$ cat src/rtl/cskip_pkg.sv
package cskip_pkg;

  localparam int INSTR_W = 16;
  localparam int FILE_W  = 8;
  localparam int OPC_W   = 7;

  localparam logic [OPC_W-1:0] OPC_CMP_GT = 7'b0110010;
  localparam logic [OPC_W-1:0] OPC_CMP_LT = 7'b0110000;

  typedef enum logic [1:0] {
    CMP_NONE = 2'd0,
    CMP_GT   = 2'd1,
    CMP_LT   = 2'd2
  } cmp_kind_e;

  typedef enum logic [1:0] {
    PH_DECODE  = 2'd0,
    PH_READ    = 2'd1,
    PH_PROCESS = 2'd2,
    PH_IDLE    = 2'd3
  } phase_e;

  typedef struct packed {
    cmp_kind_e         kind;
    logic              use_bank;
    logic [FILE_W-1:0] file;
  } dec_t;

endpackage

$ cat src/rtl/cskip_decode.sv
module cskip_decode
  import cskip_pkg::*;
(
  input  logic [INSTR_W-1:0] word,
  output dec_t               dec
);

  logic [OPC_W-1:0] opc;
  assign opc = word[INSTR_W-1 -: OPC_W];

  always_comb begin
    dec.use_bank = word[FILE_W];
    dec.file     = word[FILE_W-1:0];
    if (opc == OPC_CMP_GT)      dec.kind = CMP_GT;
    else if (opc == OPC_CMP_LT) dec.kind = CMP_LT;
    else                        dec.kind = CMP_NONE;
  end

endmodule

$ cat src/rtl/cskip_addr_gen.sv
module cskip_addr_gen #(
  parameter int FILE_W = 8,
  parameter int BANK_W = 4,
  parameter logic [FILE_W-1:0] SPLIT = 8'h60,
  localparam int ADDR_W = BANK_W + FILE_W
) (
  input  logic [FILE_W-1:0] file,
  input  logic              use_bank,
  input  logic [BANK_W-1:0] bank,
  output logic [ADDR_W-1:0] addr
);

  logic [BANK_W-1:0] upper;

  always_comb begin
    if (use_bank)          upper = bank;
    else if (file < SPLIT) upper = '0;
    else                   upper = '1;
  end

  assign addr = {upper, file};

endmodule

$ cat src/rtl/cskip_compare.sv
module cskip_compare
  import cskip_pkg::*;
#(
  parameter int DATA_W = 8
) (
  input  cmp_kind_e         kind,
  input  logic [DATA_W-1:0] fval,
  input  logic [DATA_W-1:0] wval,
  input  logic              two_word,
  output logic              hit,
  output logic [1:0]        squash
);

  logic [DATA_W:0] diff;
  logic            borrow;
  logic            nonzero;

  assign diff    = {1'b0, fval} - {1'b0, wval};
  assign borrow  = diff[DATA_W];
  assign nonzero = |diff[DATA_W-1:0];

  always_comb begin
    case (kind)
      CMP_GT:  hit = !borrow && nonzero;
      CMP_LT:  hit = borrow;
      default: hit = 1'b0;
    endcase
    squash = hit ? (two_word ? 2'd2 : 2'd1) : 2'd0;
  end

endmodule

$ cat src/rtl/cskip_unit.sv
module cskip_unit
  import cskip_pkg::*;
#(
  parameter int DATA_W = 8,
  parameter int BANK_W = 4,
  parameter logic [FILE_W-1:0] SPLIT = 8'h60,
  localparam int ADDR_W = BANK_W + FILE_W
) (
  input  logic               clk,
  input  logic               rst_n,
  input  logic               instr_valid,
  output logic               instr_ready,
  input  logic [INSTR_W-1:0] instr_word,
  input  logic [DATA_W-1:0]  wreg,
  input  logic [BANK_W-1:0]  bank_sel,
  input  logic               next_two_word,
  output logic               dmem_rd_en,
  output logic [ADDR_W-1:0]  dmem_addr,
  input  logic [DATA_W-1:0]  dmem_rdata,
  output logic               result_valid,
  output logic               skip_req,
  output logic [1:0]         squash_cycles,
  output logic [1:0]         cycle_count
);

  logic               busy;
  phase_e             phase;
  logic [INSTR_W-1:0] word_q;
  logic [DATA_W-1:0]  w_q;
  logic [BANK_W-1:0]  bank_q;
  logic               tw_q;
  dec_t               dec_c;
  dec_t               dec_q;
  logic [ADDR_W-1:0]  addr_c;
  logic [ADDR_W-1:0]  addr_q;
  logic               hit_c;
  logic [1:0]         squash_c;
  logic               hit_q;
  logic [1:0]         squash_q;
  logic               accept;
  logic               finish;

  assign instr_ready = !busy;
  assign accept      = instr_valid && !busy;
  assign finish      = busy && (phase == PH_IDLE);
  assign dmem_rd_en  = busy && (phase == PH_READ);
  assign dmem_addr   = addr_q;

  cskip_decode u_decode (
    .word (word_q),
    .dec  (dec_c)
  );

  cskip_addr_gen #(
    .FILE_W (FILE_W),
    .BANK_W (BANK_W),
    .SPLIT  (SPLIT)
  ) u_addr (
    .file     (dec_c.file),
    .use_bank (dec_c.use_bank),
    .bank     (bank_q),
    .addr     (addr_c)
  );

  cskip_compare #(
    .DATA_W (DATA_W)
  ) u_cmp (
    .kind     (dec_q.kind),
    .fval     (dmem_rdata),
    .wval     (w_q),
    .two_word (tw_q),
    .hit      (hit_c),
    .squash   (squash_c)
  );

  always_ff @(posedge clk or negedge rst_n) begin
    if (!rst_n) begin
      busy     <= 1'b0;
      phase    <= PH_DECODE;
      word_q   <= '0;
      w_q      <= '0;
      bank_q   <= '0;
      tw_q     <= 1'b0;
      dec_q    <= '0;
      addr_q   <= '0;
      hit_q    <= 1'b0;
      squash_q <= '0;
    end else if (accept) begin
      busy   <= 1'b1;
      phase  <= PH_DECODE;
      word_q <= instr_word;
      w_q    <= wreg;
      bank_q <= bank_sel;
      tw_q   <= next_two_word;
    end else if (busy) begin
      case (phase)
        PH_DECODE: begin
          dec_q  <= dec_c;
          addr_q <= addr_c;
          phase  <= PH_READ;
        end
        PH_READ: begin
          phase <= PH_PROCESS;
        end
        PH_PROCESS: begin
          hit_q    <= hit_c;
          squash_q <= squash_c;
          phase    <= PH_IDLE;
        end
        default: begin
          busy  <= 1'b0;
          phase <= PH_DECODE;
        end
      endcase
    end
  end

  always_ff @(posedge clk or negedge rst_n) begin
    if (!rst_n) begin
      result_valid  <= 1'b0;
      skip_req      <= 1'b0;
      squash_cycles <= '0;
      cycle_count   <= '0;
    end else begin
      result_valid  <= finish;
      skip_req      <= finish && hit_q;
      squash_cycles <= finish ? squash_q : 2'd0;
      cycle_count   <= finish ? (squash_q + 2'd1) : 2'd0;
    end
  end

endmodule

$ cat config.mk
export PLATFORM = sky130hd
export DESIGN_NAME = cskip_unit
export DESIGN_NICKNAME = d
export VERILOG_FILES = /design/src/rtl/cskip_pkg.sv /design/src/rtl/cskip_decode.sv /design/src/rtl/cskip_addr_gen.sv /design/src/rtl/cskip_compare.sv /design/src/rtl/cskip_unit.sv
export SDC_FILE = /design/constraint.sdc
export NUM_CORES = 1
export LEC_CHECK = 0
export BUFFER_PORTS_ARGS = -buffer_cell sky130_fd_sc_hd__buf_2
export CAP_MARGIN = 20
export CORE_AREA = 2 2 73 75
export DETAILED_ROUTE_END_ITERATION = 8
export DIE_AREA = 0 0 75 77
export MAX_ROUTING_LAYER = met4
export PLACE_DENSITY = 0.78
export SYNTH_ARGS = -nofsm -noshare
export SYNTH_HDL_FRONTEND = slang
export SYNTH_SLANG_ARGS = --single-unit
export TNS_END_PERCENT = 1
$ cat constraint.sdc
create_clock -name clk -period 3.15 [get_ports clk]
set_clock_uncertainty 0.15 [all_clocks]
set_input_delay 0.1575 -clock clk [delete_from_list [all_inputs] [get_ports clk]]
set_output_delay 0.1575 -clock clk [all_outputs]
set_load 0.02 [all_outputs]
==> summary.md <==
| Metric | Value |
|---|---|
| Status | `finished clean` |
| Clock Path Buffers | `2` |
| Final Setup Violations | `0` |
| Die Area | `0.00578 mm2` |
| Mapped Cells | `243` |
| Synth warn | `0` |
| Antenna diodes | `0` |
| Die height | `77 um` |
| Worst Setup SP | `w_q[0]` |
| Worst setup SP type | `flip-flop` |
| Slew margin rel. | `45.4%` |
| Minimum clock period after layout | `2.50 ns` |
| Largest net degree at the start of global routing | `32` |
| NetSw | `1.12 mW` |
| Gr ovfl total | `0` |
| Fin. max-slew vios | `0` |
| Leakage | `1.67 nW` |
| Slowest stage delay, CP | `0.42 ns` |
| Post-cts resize count | `0` |
| Avg Vias per Cell | `4.82` |
| Post-synth EDFFs | `0` |
| Number of nets in the layout | `391` |
| Standard-cell rows | `26` |
| Post-CTS Setup Bufs | `0` |
| Int Pwr | `1.83 mW` |
| Post-synthesis register bit count | `55` |
| Worst EP required | `3.23 ns` |
| Simple-Gate Fraction of Synth Area | `14.8%` |
| Worst-skew pair later-pin latency | `0.31 ns` |
| Combinational power share | `43.5%` |
| Leading area contributor after synthesis | `dfrtp_1` |
| R2R Path Start | `w_q[0]` |
| Peak VDD IR | `0.000559 V` |
| Antenna Nets Post-Route | `0` |
| Net Sw Frac | `37.8%` |
| Post-synthesis mux area share | `9.94%` |
| CTS tree | `done` |
| Post-route total power | `2.95 mW` |
| Wire per inst | `12.8 um` |
| Vias | `1963` |
| Share of cells above drive strength 1 | `29.4%` |
| Area Growth Syn to Fin | `31.8%` |
| DRC | `0` |
| Synth top area cells | `dfrtp_1, mux2_2, ha_1` |
| Number of global-route vias before repair | `2046` |
| Synth top area share | `53.1%` |
| Global placer's final weighted congestion | `0.764` |
| Fmax achieved | `0.400 GHz` |
| Io pins | `60` |
| Htree depth | `2` |
| RSZ-0062 raised after global routing | `false` |
| Synth async-reset ratio | `100%` |
| CP max stage cell | `fa_1` |
| Pwr Density | `864 mW/mm2` |
| CTS sink cnt | `55` |
| Worst setup path class | `flip-flop to flip-flop` |
| Critical Path, Cell by Cell | `ha_1 -> fa_1 -> nor2b_1 -> o211ai_1 -> a22oi_1 -> mux2i_1 -> a21boi_0 -> a31oi_1` |
| Num CTS Buffers | `5` |
| First-pass GRT wire length | `9.06 mm` |
| Post-synthesis compound-gate area fraction | `9.36%` |
| Most frequent cell after synthesis | `dfrtp_1` |
| Net Count, Synth | `298` |
| Antenna violations before repair | `0` |
| Fin crit share | `79.4%` |
| Synth Area in XOR/XNOR | `1.69%` |
| Max Cap Viol | `0` |
| Commonest cells post-synth | `dfrtp_1, nand2_1, mux2_2` |
| Register area share after synthesis | `53.1%` |
| Non-Filler Cell Area, Final | `0.00342 mm2` |
| Root buf cell | `clkbuf_8` |
| Post-DP HPWL | `3.49 mm` |
| Gr usage total | `20.8%` |
| Mapped Area | `0.00259 mm2` |
| Routed Wire Length | `5.21 mm` |
| Initial Util | `52.1%` |
| Top FF cell, synth | `dfrtp_1` |
| IO Port Bufs | `59` |
| Synth unique cells | `43` |
| Slew @ Worst Pin | `0.819 ns` |
| Syn Area/Cell | `10.7 um2` |
| Post-synthesis adder-cell area fraction | `7.53%` |
| Placed Area | `0.00298 mm2` |
| Layout fillers | `383` |
| Nature of the critical path endpoint | `flip-flop` |
| Final hold viol count | `0` |
| DRT Pass-1 Iters | `4` |
| HP Class | `input pin to asynchronous set/reset pin` |
| Die width | `75 um` |
| CTS clock-pin slew for the worst setup and hold paths | `0.10 ns` |
| Flop pwr share | `39.8%` |
| Share of total power in the clock network | `16.7%` |
| Setup TNS | `0 ns` |
| Crit path max fanout | `3` |
| Crit path arrival time | `2.57 ns` |
| Core Region | `0.00498 mm2` |
| Initial DRC Count | `82` |
| Largest family of logic cells by synthesized area | `simple AND/OR/NAND/NOR gates` |
-- path summary, 6_finish.rpt --
check	slack (ns)	end	cells after the start
worst max-delay path	0.65	squash_q[1]	8
worst min-delay path	0.21	dmem_addr[10]	2
worst max register to register	0.65	squash_q[1]	8
worst min register to register	0.33	dmem_addr[4]	2
max in group asynchronous	1.85	word_q[7]	3
min in group clk	0.28	hit_q	5
-- flip-flops by register name (all words and copies together), names as in the netlist, 2 cells and up --
signal / cells
dmem_addr: 12
squash_cycles: 2
cycle_count: 2
w_q: 8
bank_q: 4
phase: 2
word_q: 16
dec_q: 2
squash_q: 2
-- cells by family (layout without fill, tap and decap cells) --
group / count (synthesis) / count (layout)
AOI/OAI and AO/OA: 38 / 38
xor gates and xnor gates: 5 / 5
adders and majority gates: 15 / 15
buffers and inverters: 24 / 118
DFF: 55 / 55
muxes: 23 / 23
and+or+nand+nor: 83 / 83
-- worst max-delay path, delay by kind of cell (launching register included) --
kind | cells | cell delay, ns
DFF | 1 | 0.39
AOI/OAI and AO/OA | 4 | 0.73
muxes | 1 | 0.27
and+or+nand+nor | 1 | 0.21
adders and majority gates | 2 | 0.66
-- metal layers --
metal  vias to the layer above  part of all wire, %  track usage, %
li1                        998                    -               -
met1                       911                   44            25.2
met2                        45                   51            34.6
met3                         9                  3.2            4.07
met4                         0                  1.8            5.89
met5                         -                    0               -
-- cell usage in the layout (no fill, tap or decap), types with 2 or more instances in the layout --
| master | instances |
|---|---|
| a21boi_0 | 2 |
| a21oi_1 | 9 |
| a31oi_1 | 2 |
| and3_1 | 3 |
| buf_2 | 59 |
| buf_4 | 2 |
| clkbuf_8 | 6 |
| dfrtp_1 | 55 |
| dlygate4sd3_1 | 31 |
| ha_1 | 14 |
| inv_1 | 17 |
| mux2_2 | 22 |
| nand2_1 | 46 |
| nand3b_1 | 2 |
| nor2_1 | 15 |
| nor2b_1 | 3 |
| nor3_1 | 2 |
| o21ai_0 | 11 |
| o21bai_1 | 2 |
| o31ai_1 | 3 |
| xnor2_1 | 3 |
| xor2_1 | 2 |
-- power groups by stage --
stage                     logic [mW]  registers (mW)  clock network [mW]
final                           1.28            1.18               0.492
after global routing            1.45            1.22               0.526
after CTS                       1.29            1.18               0.505
after detailed placement        1.25            1.19                   0
after global placement          1.21            1.18                   0
after floorplan                0.856            1.24                   0
-- per-stage QoR --
step / std cells / utilization [%] / hold slack [ns] / setup WS (ns)
global placement: 368 / 60.0 / 0.0228 / 0.762
detailed placement: 368 / 60.0 / 0.0271 / 0.714
floorplan: 243 / - / -0.288 / 0.819
global route: 407 / 68.6 / 0.259 / 0.442
finish: 407 / 68.6 / 0.206 / 0.650
CTS: 407 / 68.6 / 0.228 / 0.650
-- timing repair --
| action | in CTS | in global routing |
|---|---|---|
| endpoints found under the hold margin | 55 | 0 |
| setup endpoints to repair | 0 | 0 |
| hold buffers | 31 | 0 |
-- final cells by class --
class | instances | area [um2] | area share (%)
Tap cell | 70 | 87.6 | 2.56
Clock buffer | 6 | 82.6 | 2.42
Inverter | 17 | 63.8 | 1.87
Timing Repair Buffer | 93 | 641 | 18.8
Multi-Input combinational cell | 164 | 1130 | 33.0
Sequential cell | 55 | 1380 | 40.3
Clock inverter | 2 | 38.8 | 1.14
(Power assumes the default switching activity.)
